<file path="config.mk">
export PLATFORM = sky130hd
export DESIGN_NAME = vec_issue_ctrl
export DESIGN_NICKNAME = d
export VERILOG_FILES = /design/src/rtl/vic_pkg.sv /design/src/rtl/vic_unit_timer.sv /design/src/rtl/vic_resv_port.sv /design/src/rtl/vec_issue_ctrl.sv
export SDC_FILE = /design/constraint.sdc
export NUM_CORES = 1
export LEC_CHECK = 0
export BUFFER_PORTS_ARGS = -buffer_cell sky130_fd_sc_hd__buf_4
export CORE_ASPECT_RATIO = 0.7
export CORE_UTILIZATION = 44
export DETAILED_ROUTE_END_ITERATION = 8
export GPL_TIMING_DRIVEN = 0
export PLACE_DENSITY = 0.68
export RECOVER_POWER = 50
export SYNTH_ARGS = -nofsm -noshare
export SYNTH_HDL_FRONTEND = slang
export SYNTH_SLANG_ARGS = --single-unit
</file>
<file path="constraint.sdc">
create_clock -name clk -period 12.2 [get_ports clk]
set_clock_uncertainty 0.1 [all_clocks]
set_input_delay 2.44 -clock clk [delete_from_list [all_inputs] [get_ports clk]]
set_output_delay 2.44 -clock clk [all_outputs]
set_load 0.02 [all_outputs]
</file>
<file path="src/rtl/vic_pkg.sv">
package vic_pkg;
   localparam int UNIT_CNT = 5;
   localparam int UNIT_W   = 3;

   typedef enum logic [UNIT_W-1:0] {
      U_ADD   = 3'd0,
      U_MUL   = 3'd1,
      U_DIV   = 3'd2,
      U_LOAD  = 3'd3,
      U_STORE = 3'd4
   } unit_e;

   function automatic logic unit_reads(input logic [UNIT_W-1:0] u);
      return (u == U_ADD) || (u == U_MUL) || (u == U_DIV) || (u == U_STORE);
   endfunction

   function automatic logic unit_writes(input logic [UNIT_W-1:0] u);
      return (u == U_ADD) || (u == U_MUL) || (u == U_DIV) || (u == U_LOAD);
   endfunction
endpackage

</file>
<file path="src/rtl/vic_unit_timer.sv">
module vic_unit_timer #(
   parameter int TMR_W = 6
) (
   input  logic             clk,
   input  logic             rst_n,
   input  logic             load_i,
   input  logic [TMR_W-1:0] load_val_i,
   output logic             idle_o
);
   logic [TMR_W-1:0] cnt;

   always_ff @(posedge clk or negedge rst_n) begin
      if (!rst_n)            cnt <= '0;
      else if (load_i)       cnt <= load_val_i;
      else if (cnt != '0)    cnt <= cnt - 1'b1;
   end

   assign idle_o = (cnt == '0);
endmodule

</file>
<file path="src/rtl/vic_resv_port.sv">
module vic_resv_port #(
   parameter int DEPTH = 64,
   parameter int OFS_W = 6,
   parameter int LEN_W = 6
) (
   input  logic             clk,
   input  logic             rst_n,
   input  logic             use_i,
   input  logic [OFS_W-1:0] ofs_i,
   input  logic [LEN_W-1:0] len_i,
   input  logic             commit_i,
   output logic             clash_o
);
   logic [DEPTH-1:0] slots;
   logic [DEPTH-1:0] want;

   always_comb begin
      for (int k = 0; k < DEPTH; k++) begin
         want[k] = use_i && (k >= int'(ofs_i)) && (k < int'(ofs_i) + int'(len_i));
      end
   end

   assign clash_o = |(slots & want);

   always_ff @(posedge clk or negedge rst_n) begin
      if (!rst_n) slots <= '0;
      else        slots <= (commit_i ? (slots | want) : slots) >> 1;
   end
endmodule

</file>
<file path="src/rtl/vec_issue_ctrl.sv">
module vec_issue_ctrl
   import vic_pkg::*;
#(
   parameter int DEPTH     = 64,
   parameter int MAX_LEN   = 32,
   parameter int LAT_ADD   = 4,
   parameter int LAT_MUL   = 6,
   parameter int LAT_DIV   = 10,
   parameter int LAT_LOAD  = 3,
   parameter int LAT_STORE = 2,
   localparam int LEN_W    = $clog2(MAX_LEN + 1)
) (
   input  logic                clk,
   input  logic                rst_n,
   input  logic                in_valid,
   input  logic [UNIT_W-1:0]   in_unit,
   input  logic [LEN_W-1:0]    in_len,
   output logic [UNIT_CNT-1:0] issue_o,
   output logic                stall_o
);
   localparam int LAT_TAB [UNIT_CNT] = '{LAT_ADD, LAT_MUL, LAT_DIV, LAT_LOAD, LAT_STORE};
   localparam int LAT_MAX = (LAT_DIV > LAT_MUL) ? ((LAT_DIV > LAT_ADD) ? LAT_DIV : LAT_ADD)
                                                : ((LAT_MUL > LAT_ADD) ? LAT_MUL : LAT_ADD);
   localparam int LAT_TOP = (LAT_MAX > LAT_LOAD) ? LAT_MAX : LAT_LOAD;
   localparam int OFS_W   = $clog2(DEPTH);
   localparam int TMR_W   = $clog2(MAX_LEN + LAT_TOP + LAT_STORE + 1);
   localparam int N_PORT  = 2;

   if (LAT_TOP + MAX_LEN > DEPTH) begin : g_bad_depth
      $error("slot table too shallow for longest write window");
   end
   if (MAX_LEN < 1 || LAT_STORE > DEPTH - 1) begin : g_bad_len
      $error("MAX_LEN must be at least 1");
   end
   if (LAT_ADD < 1 || LAT_MUL < 1 || LAT_DIV < 1 || LAT_LOAD < 1 || LAT_STORE < 1) begin : g_bad_lat
      $error("every unit latency must be at least 1");
   end

   logic [UNIT_CNT-1:0] idle;
   logic                sel_idle;
   logic [OFS_W-1:0]    sel_lat;
   logic [N_PORT-1:0]   port_use;
   logic [OFS_W-1:0]    port_ofs [N_PORT];
   logic [N_PORT-1:0]   port_clash;
   logic                go;

   always_comb begin
      sel_idle = 1'b0;
      sel_lat  = '0;
      for (int u = 0; u < UNIT_CNT; u++) begin
         if (in_unit == UNIT_W'(u)) begin
            sel_idle = idle[u];
            sel_lat  = OFS_W'(LAT_TAB[u]);
         end
      end
   end

   // port 0 = register-file read, port 1 = register-file write
   assign port_use[0] = unit_reads(in_unit);
   assign port_ofs[0] = '0;
   assign port_use[1] = unit_writes(in_unit);
   assign port_ofs[1] = sel_lat;

   assign go      = rst_n && in_valid && sel_idle && !(|port_clash);
   assign stall_o = rst_n && in_valid && !go;

   for (genvar p = 0; p < N_PORT; p++) begin : g_port
      vic_resv_port #(.DEPTH(DEPTH), .OFS_W(OFS_W), .LEN_W(LEN_W)) u_port (
         .clk      (clk),
         .rst_n    (rst_n),
         .use_i    (port_use[p]),
         .ofs_i    (port_ofs[p]),
         .len_i    (in_len),
         .commit_i (go),
         .clash_o  (port_clash[p])
      );
   end

   for (genvar u = 0; u < UNIT_CNT; u++) begin : g_unit
      assign issue_o[u] = go && (in_unit == UNIT_W'(u));
      vic_unit_timer #(.TMR_W(TMR_W)) u_tmr (
         .clk        (clk),
         .rst_n      (rst_n),
         .load_i     (issue_o[u]),
         .load_val_i (TMR_W'(in_len) + TMR_W'(LAT_TAB[u])),
         .idle_o     (idle[u])
      );
   end
endmodule

</file>
==> results of run 1 <==
## report_power, final
| group | switching (mW) | internal, mW |
|---|---|---|
| Clock | 0.244 | 0.292 |
| Sequential | 0.126 | 0.653 |
| Combinational | 0.449 | 0.338 |
## routing by layer
metal / vias up / part of all wire, % / GRT usage, %
li1: 4200 / - / -
met4: 0 / 2.2 / 9.02
met3: 83 / 15 / 14.4
met2: 668 / 38 / 42.1
met5: - / 0 / 0
met1: 4737 / 45 / 48.2
## stage by stage
step / worst slack [ns] / util (%) / power (mW) / std cells
6_report: 0.210 / 50.3 / 2.10 / 1436
5_1_grt: 0.175 / 50.3 / 2.20 / 1436
4_1_cts: 0.852 / 50.3 / 2.07 / 1436
3_5_place_dp: 0.858 / 47.6 / 1.54 / 1404
3_3_place_gp: 0.793 / 47.5 / 1.52 / 1403
2_1_floorplan: 2.49 / - / 1.31 / 1104
## worst max-delay path, stage by stage
cell,delay [ns]
buf_4,0.08
buf_4,0.17
buf_4,0.23
clkbuf_1,0.46
clkbuf_1,0.63
xnor2_1,0.25
fa_1,0.39
clkbuf_1,0.43
clkbuf_1,0.37
o211ai_1,0.28
nor3_1,0.82
o22ai_1,0.28
a222oi_1,0.39
a31oi_1,0.39
or3_4,0.54
or3_1,0.37
buf_2,0.20
buf_6,0.19
nor3_1,0.23
buf_4,0.16
buf_4,0.13
## final cells by class
class / count / share of cell area, %
Buffer: 88 / 3.77
Clock buffer: 19 / 4.03
Clock inverter: 13 / 1.29
Inverter: 34 / 1.16
Multi-Input combinational cell: 830 / 50.5
Sequential cell: 152 / 34.6
Tap cell: 282 / 3.21
Timing Repair Buffer: 18 / 1.45
## registers in the layout (all words and copies together) (netlist names)
name / cells
g_port.u_port.slots: 122
g_unit.u_tmr.cnt: 30
## layout by cell type, fill, tap and decap left out, types with 7 or more instances in the layout
| cell type | netlist | routed |
|---|---|---|
| ha_1 | 17 | 17 |
| nor2b_1 | 10 | 10 |
| mux2i_1 | 13 | 13 |
| buf_4 | 12 | 28 |
| xnor2_1 | 19 | 19 |
| nor3b_1 | 8 | 8 |
| nor4_1 | 10 | 11 |
| xor2_1 | 15 | 15 |
| a41o_1 | 8 | 8 |
| o22ai_1 | 9 | 9 |
| a31oi_1 | 16 | 16 |
| a21oi_1 | 66 | 66 |
| nand2_1 | 92 | 92 |
| o21a_1 | 10 | 10 |
| and2_1 | 8 | 8 |
| or3_1 | 7 | 7 |
| and3_1 | 7 | 7 |
| a22o_1 | 11 | 11 |
| a211oi_1 | 15 | 15 |
| inv_1 | 32 | 32 |
| a21o_1 | 49 | 49 |
| dfrtp_1 | 152 | 152 |
| nand2b_1 | 15 | 15 |
| nor3_1 | 37 | 37 |
| or2_2 | 11 | 11 |
| a31o_2 | 65 | 65 |
| buf_2 | 26 | 25 |
| o21ai_0 | 57 | 57 |
| clkbuf_16 | 0 | 17 |
| a21boi_0 | 7 | 7 |
| nand3_1 | 21 | 21 |
| nor2_1 | 79 | 79 |
| nand4_1 | 12 | 12 |
| o21ai_1 | 9 | 9 |
| clkbuf_1 | 45 | 47 |
## worst max path at each step
| stage | from | to | slack, ns | cells after the start |
|---|---|---|---|---|
| final | in_unit[2] | issue_o[3] | 0.21 | 21 |
| after global routing | in_unit[2] | issue_o[3] | 0.18 | 21 |
| after CTS | in_unit[2] | stall_o | 0.85 | 20 |
| after detailed placement | in_unit[2] | issue_o[3] | 0.86 | 21 |
| after global placement | in_unit[2] | issue_o[3] | 0.79 | 21 |
| after floorplan | in_unit[2] | issue_o[3] | 2.49 | 18 |
## kinds of logic (layout without fill, tap and decap cells)
family	after synthesis	in the layout	share of synthesized area (%)
buffers and inverters	122	172	5.49
multiplexers	14	14	1.43
AND/OR/NAND/NOR	351	351	18.2
flip-flops	152	152	38.4
AO/OA/AOI/OAI	410	410	30.5
adder cells (fa/ha/maj)	19	19	2.45
XOR/XNOR	36	36	3.46
==> results.cfg, run 1 <==
[worst_hold_path]
min_path_cells = 1
hold_class = flop to flop
hold_path_end = g_port[0].u_port.slots[60]
hold_start = g_port[0].u_port.slots[61]

[sta]
rsz0062_at_grt = no
hold_violations = 0
drv_slew = 0
relSlewSlack_pct = 21.1
max_freq_mhz = 83.4
finalSetupTns_ns = 0
worst_pin_slew_ns = 1.17
holdWs_ns = 0.356
period_share_pct = 98.3
setup_viol = 0
fin_crit_ns = 11.99

[critical_path]
endpoint_kind = output port
path_max_fanout = 10
r2r_start = g_unit[4].u_tmr.cnt[0]
worst_ep_arrival_time_ns = 9.45
r2r-end = g_port[0].u_port.slots[48]
crit_path_start_kind = input port
rr_worst_depth = 13
path_class = input port to output port
cp.required_ns = 9.66
rrSetupSlack_ns = 7.25

[clocking]
cts_buffer_depth = 2
post_cts_buffers = 0
clk_latency_ns = 0.46
cts_tree = built
numCtsBuffers = 17
clk_pin_slew_worst_paths_ns = 0.06
cts_hold_buffers = 0
clock-root-buffer = clkbuf_16
post_cts_resized = 0
clkSinkCount = 152
cts-htree-levels = 4

[global_route]
grt_pass1_wl_um = 55700
grt_usage_pct = 32.7
antenna_found_initial = 0
overflow = 0
grt_start_max_net_pins = 88
first_global_vias = 8939

[cells_and_area]
drive_gt1_share_pct = 16.6
multiInputGateArea_mm2 = 0.00554
fillers = 2070
register_area_mm2 = 0.00380
synthToLayoutAreaGrowth_pct = 11.0
num-nets-final = 1171
finalInstanceArea_mm2 = 0.0110
diodes = 0

[floorplan]
dieArea_mm2 = 0.0231
die_h_um = 127
core_area_mm2 = 0.0218
fp.dieW_um = 181
ios = 18
start_util_pct = 45.3
fp-row-count = 45

[synth]
yosysSeqAreaShare_pct = 38.4
yosysMostFrequentCell = dfrtp_1
avgSynthCellArea_um2 = 8.96
syn_area_mm2 = 0.00990
async_reset_ff_share_pct = 100
synth_top_area_share_pct = 38.4
ys.flop_type = dfrtp_1
ys_warn_count = 0
yosysTopAreaCell = dfrtp_1
syn-instance-count = 1104
synth_common_cells = dfrtp_1 (152), nand2_1 (92), nor2_1 (79)
ys_types = 87
syn-num-nets = 1134
synth_edf_count = 0
synthTopCellsByArea = dfrtp_1 (38%), a31o_2 (5.8%), a21o_1 (3.7%), nand2_1 (3.5%), a21oi_1 (3.3%)
ys_ff_latch = 152

[job]
cap_violations = 0

[drt]
finalWirelength_um = 37100
drt_pass1_iterations = 6
antenna_left = 0
detail_route.drc_violations = 0
drt_iter0_drc = 1561
via_per_inst = 6.75
vias = 9688
post_drt_wl_per_cell_um = 25.9

[run_status]
status = complete, no violations

[pwr]
ir_worst_vdd_uv = 122
leakage_nw = 5.13
cellPowerDensity_mw_per_mm2 = 191

[placed_design]
dp_hpwl_um = 27300
place_area_mm2 = 0.0104
place.gp.congestion = 1.10
port_buffers = 17
No activity file was read; power rests on OpenSTA's default activity.
==> inputs of run 2 (changes only) <==
--- a/config.mk
+++ b/config.mk
@@ -14,4 +14,5 @@
 export RECOVER_POWER = 50
 export SYNTH_ARGS = -nofsm -noshare
 export SYNTH_HDL_FRONTEND = slang
+export SYNTH_HIERARCHICAL = 1
 export SYNTH_SLANG_ARGS = --single-unit
==> results.cfg, run 2 <==
[sta]
holdWs_ns = 0.351
drv_slew = 162
fin_crit_ns = 11.47
relSlewSlack_pct = -235
period_share_pct = 94.0
hold_violations = 0
worst_pin_slew_ns = 5.03
max_freq_mhz = 87.2
rsz0062_at_grt = no
setup_ws_ns = 0.732
setup_viol = 0
finalSetupTns_ns = 0

[worst_hold_path]
hold_class = flop to flop

[global_route]
overflow = 0
grt_usage_pct = 33.1
antenna_found_initial = 0
grt_pass1_wl_um = 67500
first_global_vias = 10700
grt_start_max_net_pins = 92

[floorplan]
dieArea_mm2 = 0.0273
fp.dieW_um = 197
start_util_pct = 45.2
ios = 18
core_area_mm2 = 0.0259
fp-row-count = 49
die_h_um = 138

[cells_and_area]
largest_reg_flops = 126
drive_gt1_share_pct = 14.6
final_common_cell = dfrtp_1
final_cell_mix = dfrtp_1 (156), nand2_1 (138), nor2_1 (113), o21ai_0 (113), a31o_2 (56)
synthToLayoutAreaGrowth_pct = 11.3
regMostFlops = g_port.u_port/slots
top_regs = g_port.u_port/slots: 126 flops, g_unit.u_tmr/cnt: 30 flops
num-nets-final = 1485

[pwr]
ir_worst_vdd_uv = 88.9
leakage_nw = 5.69
pwr-share-seq_pct = 36.3
clkPwrFrac_pct = 38.1
internal_power_uw = 915
combPwrFrac_pct = 25.6
netSwitchingPower_uw = 511
swShare_pct = 35.8
cellPowerDensity_mw_per_mm2 = 109

[placed_design]
dp_hpwl_um = 33900
port_buffers = 15
pre_cts_slack_ns = 1.19
place.gp.congestion = 1.06

[critical_path]
worst_ep_arrival_time_ns = 8.93
r2r_start = g_port[0].u_port/slots[30]
r2r-end = g_port[1].u_port/slots[31]
cp.required_ns = 9.66
rr_worst_depth = 15
startpoint = in_unit[0]
path_max_fanout = 10
crit_path_start_kind = input port
endpoint_kind = output port
rrSetupSlack_ns = 6.12
path_class = input port to output port
crit_path_end = issue_o[0]

[drt]
post_drt_wl_per_cell_um = 24.7
drt_iter0_drc = 1863
antenna_left = 0
vias = 11800
detail_route.drc_violations = 0
via_per_inst = 6.49
drt_pass1_iterations = 9
finalWirelength_um = 44800

[clocking]
post_cts_resized = 0
post_cts_buffers = 0
clkSinkCount = 156
clock-root-buffer = clkbuf_16
cts-htree-levels = 4
clk_pin_slew_worst_paths_ns = 0.06
clk_latency_ns = 0.44
cts_tree = built
cts_buffer_depth = 2
numCtsBuffers = 17
cts_hold_buffers = 0

[synth]
synth_common_cells = dfrtp_1 (156), nand2_1 (138), nor2_1 (113), o21ai_0 (113), a31o_2 (56)
syn_area_mm2 = 0.0117
ys_types = 83
syn-instance-count = 1359
ys_warn_count = 6
async_reset_ff_share_pct = 100
avgSynthCellArea_um2 = 8.61
synthTopCellsByArea = dfrtp_1 (33%), o21ai_0 (4.8%), nand2_1 (4.4%), a31o_2 (4.2%), nor2_1 (3.6%)
yosysSeqAreaShare_pct = 33.4
synth_top_area_share_pct = 33.4
yosysTopAreaCell = dfrtp_1
ys_ff_latch = 156
synth_edf_count = 0
ys.flop_type = dfrtp_1
yosysMostFrequentCell = dfrtp_1

[run_status]
failed_checks = capacitance limit, slew limit
status = finished with violations

[job]
cap_violations = 2
## run 2: cell type report
| cell class | count | area, um2 |
|---|---|---|
| clock inverters | 13 | 141 |
| flip-flops and latches | 156 | 3900 |
| repair buffers | 16 | 113 |
| clock buffers | 19 | 443 |
| plain buffers | 92 | 484 |
| multi-input cells | 1106 | 7290 |
| inverters | 53 | 199 |
| diodes | 1 | 2.50 |
| fillers | 2532 | 12800 |
| well taps | 357 | 447 |
## run 2: power groups by stage
stage / registers, mW / clock network [mW] / logic (mW)
after floorplan: 0.527 / 0 / 0.218
after global placement: 0.527 / 0 / 0.328
after detailed placement: 0.527 / 0 / 0.328
after CTS: 0.517 / 0.551 / 0.330
after global routing: 0.517 / 0.573 / 0.383
final: 0.517 / 0.543 / 0.366
## run 2: per-layer routing
layer	routed length [um]	part of all wire, %	track usage (%)	up-vias
li1	-	-	-	5176
met1	21100	47	52.2	5747
met2	16300	36	40.1	780
met3	6810	15	14.2	59
met4	665	1.5	7.30	0
met5	0	0	0	-
## run 2: logic make-up (layout without fill, tap and decap cells)
kind of cell | after synthesis | in the layout | synth area share [%]
adder cells (fa/ha/maj) | 33 | 33 | 3.62
flip-flops | 156 | 156 | 33.4
other | 1 | 50 | 0.0321
XOR/XNOR | 40 | 40 | 2.99
buffers and inverters | 145 | 193 | 5.84
multiplexers | 11 | 11 | 0.963
AND/OR/NAND/NOR | 469 | 469 | 21.1
AO/OA/AOI/OAI | 504 | 504 | 32.1
## run 2: metrics by stage
step	instances	area [um2]	total power, mW	util, %
3_3_place_gp	1779	12400	0.855	48.1
6_report	1813	13000	1.43	50.3
5_1_grt	1812	13000	1.47	50.3
3_5_place_dp	1780	12500	0.855	48.2
4_1_cts	1812	13100	1.40	50.5
2_1_floorplan	1407	11900	0.745	-
## run 2: worst min path at each step
stage	startpoint	endpoint	slack, ns	cells past startpoint
after global routing	g_port[0].u_port/slots[44]	g_port[0].u_port/slots[43]	0.37	1
after CTS	g_port[1].u_port/slots[51]	g_port[1].u_port/slots[50]	0.36	1
after global placement	g_port[0].u_port/slots[53]	g_port[0].u_port/slots[52]	0.33	1
final	g_port[0].u_port/slots[53]	g_port[0].u_port/slots[52]	0.35	1
after detailed placement	g_port[0].u_port/slots[53]	g_port[0].u_port/slots[52]	0.34	1
after floorplan	g_port[0].u_port/slots[51]	g_port[0].u_port/slots[50]	0.32	1
## run 2: worst max-delay path, cell delays in order
cell and delay, ns:
buf_4 0.12, buf_6 0.14, nor2_1 0.14, xnor2_1 0.31, fa_1 0.57, buf_4 0.20, a211oi_1 0.27, nor2_1 0.14
nor2_1 0.63, nand4_1 0.45, o21ai_0 0.54, o22ai_1 0.15, o21ai_0 0.82, o2111ai_1 0.20, or4_1 0.57, nand4bb_1 0.27
nor4_1 0.39, o21a_1 0.36, buf_4 0.21
==> inputs of run 3 (changes only) <==
--- a/config.mk
+++ b/config.mk
@@ -7,10 +7,10 @@
 export LEC_CHECK = 0
 export BUFFER_PORTS_ARGS = -buffer_cell sky130_fd_sc_hd__buf_4
 export CORE_ASPECT_RATIO = 0.7
-export CORE_UTILIZATION = 44
+export CORE_UTILIZATION = 50
 export DETAILED_ROUTE_END_ITERATION = 8
 export GPL_TIMING_DRIVEN = 0
-export PLACE_DENSITY = 0.68
+export PLACE_DENSITY = 0.66
 export RECOVER_POWER = 50
 export SYNTH_ARGS = -nofsm -noshare
 export SYNTH_HDL_FRONTEND = slang
==> results.cfg, run 3 (synthesis gave the netlist of run 2 again) <==
[clocking]
clkSinkCount = 156
cts-htree-levels = 4
post_cts_resized = 0
clock-root-buffer = clkbuf_16
cts_hold_buffers = 0
cts_tree = built
clk_pin_slew_worst_paths_ns = 0.08
clk_latency_ns = 0.45
cts_buffer_depth = 2
post_cts_buffers = 0
numCtsBuffers = 17

[critical_path]
r2r_start = g_port[0].u_port/slots[30]
worst_ep_arrival_time_ns = 8.88
r2r-end = g_port[0].u_port/slots[31]
rrSetupSlack_ns = 5.78
path_max_fanout = 10
crit_path_end = issue_o[2]
endpoint_kind = output port
cp.required_ns = 9.66
startpoint = in_unit[0]
rr_worst_depth = 15
crit_path_start_kind = input port
path_class = input port to output port

[drt]
detail_route.drc_violations = 0
finalWirelength_um = 45600
top_layer_used = met4
drt_iter0_drc = 1441
wl_met1_um = 20900
post_drt_wl_per_cell_um = 25.8
via_per_inst = 6.70
drt_pass1_iterations = 6
route.met2.wl_um = 16600
met3_length_um = 7350
vias = 11800
antenna_left = 0

[pwr]
power_mw = 1.44
ir_worst_vdd_uv = 109
leakage_nw = 5.68
cellPowerDensity_mw_per_mm2 = 111

[sta]
drv_slew = 162
hold_violations = 0
period_share_pct = 93.6
rsz0062_at_grt = no
holdWs_ns = 0.349
max_freq_mhz = 87.6
finalSetupTns_ns = 0
fin_crit_ns = 11.42
worst_pin_slew_ns = 4.96
setup_viol = 0
relSlewSlack_pct = -231

[cells_and_area]
largest_reg_flops = 126
synthToLayoutAreaGrowth_pct = 10.8
regMostFlops = g_port.u_port/slots
num-nets-final = 1485
final_cell_mix = dfrtp_1 (156), nand2_1 (138), nor2_1 (113), o21ai_0 (113)
fillers = 2145
fin_cells = 1767
top_regs = g_port.u_port/slots: 126 flops, g_unit.u_tmr/cnt: 30 flops
final_common_cell = dfrtp_1
drive_gt1_share_pct = 14.4

[global_route]
first_global_vias = 10800
grt_start_max_net_pins = 95
overflow = 0
grt_pass1_wl_um = 67500
antenna_found_initial = 0
grt_usage_pct = 38.6

[floorplan]
fp-row-count = 46
dieArea_mm2 = 0.0240
ios = 18
die_h_um = 130
start_util_pct = 51.3
fp.dieW_um = 185
core_area_mm2 = 0.0228

[run_status]
failed_checks = capacitance limit, slew limit
status = finished with violations

[placed_design]
place.gp.congestion = 1.05
dp_hpwl_um = 34300
port_buffers = 15
dp_cells = 1735

[worst_hold_path]
hold_class = flop to flop

[job]
cap_violations = 2
[run 3: cell types whose count changed in the layout (fill, tap and decap cells not counted)]
cell / before / now
a221oi_1: 7 / 8
a221oi_2: 5 / 4
clkbuf_1: 55 / 56
clkinv_2: 3 / 0
inv_6: 2 / 3
[run 3: stage by stage]
| step | area (um2) | utilization, % | setup WS, ns |
|---|---|---|---|
| 2_1_floorplan | 11900 | - | 2.82 |
| 3_5_place_dp | 12400 | 54.5 | 1.07 |
| 3_3_place_gp | 12400 | 54.3 | 1.13 |
| 5_1_grt | 13000 | 56.9 | 0.668 |
| 4_1_cts | 13000 | 57.0 | 1.04 |
| 6_report | 13000 | 56.9 | 0.784 |
[run 3: where the power goes]
group          switching, mW  internal [mW]
combinational          0.278         0.0903
clock                  0.243          0.309
sequential                 0          0.517
[run 3: worst min-delay path by stage]
stage                               startpoint                          to  slack (ns)  cells after the start
global route        g_port[1].u_port/slots[53]  g_port[1].u_port/slots[52]        0.36                      1
finish              g_port[1].u_port/slots[41]  g_port[1].u_port/slots[40]        0.35                      1
floorplan           g_port[0].u_port/slots[51]  g_port[0].u_port/slots[50]        0.32                      1
CTS                 g_port[0].u_port/slots[53]  g_port[0].u_port/slots[52]        0.35                      1
global placement    g_port[1].u_port/slots[53]  g_port[1].u_port/slots[52]        0.33                      1
detailed placement  g_port[0].u_port/slots[53]  g_port[0].u_port/slots[52]        0.34                      1
[run 3: layout make-up]
class / count / area, um2 / area share, %
Antenna cell: 1 / 2.50 / 0.0193
Clock buffer: 20 / 447 / 3.45
Clock inverter: 11 / 135 / 1.04
Timing Repair Buffer: 16 / 113 / 0.869
Tap cell: 312 / 390 / 3.01
Multi-Input combinational cell: 1106 / 7290 / 56.2
Buffer: 92 / 484 / 3.74
Inverter: 53 / 199 / 1.54
Sequential cell: 156 / 3900 / 30.1
[run 3: worst max-delay path, stage by stage]
cell       delay [ns]
buf_4            0.12
buf_6            0.14
nor2_1           0.14
xnor2_1          0.32
fa_1             0.54
buf_4            0.19
a211oi_1         0.31
nor2_1           0.17
nor2_1           0.64
nand4_1          0.47
o21ai_0          0.54
o22ai_1          0.15
o21ai_0          0.56
o2111ai_1        0.19
or4_1            0.64
and4bb_1         0.40
nand3_1          0.16
nor3b_2          0.49
buf_4            0.24
[run 3: per-layer routing]
metal | up-vias | global-route usage (%)
met5 | - | 0
met4 | 0 | 8.46
met3 | 68 | 20.6
met2 | 794 | 47.5
met1 | 5809 | 57.2
li1 | 5175 | -
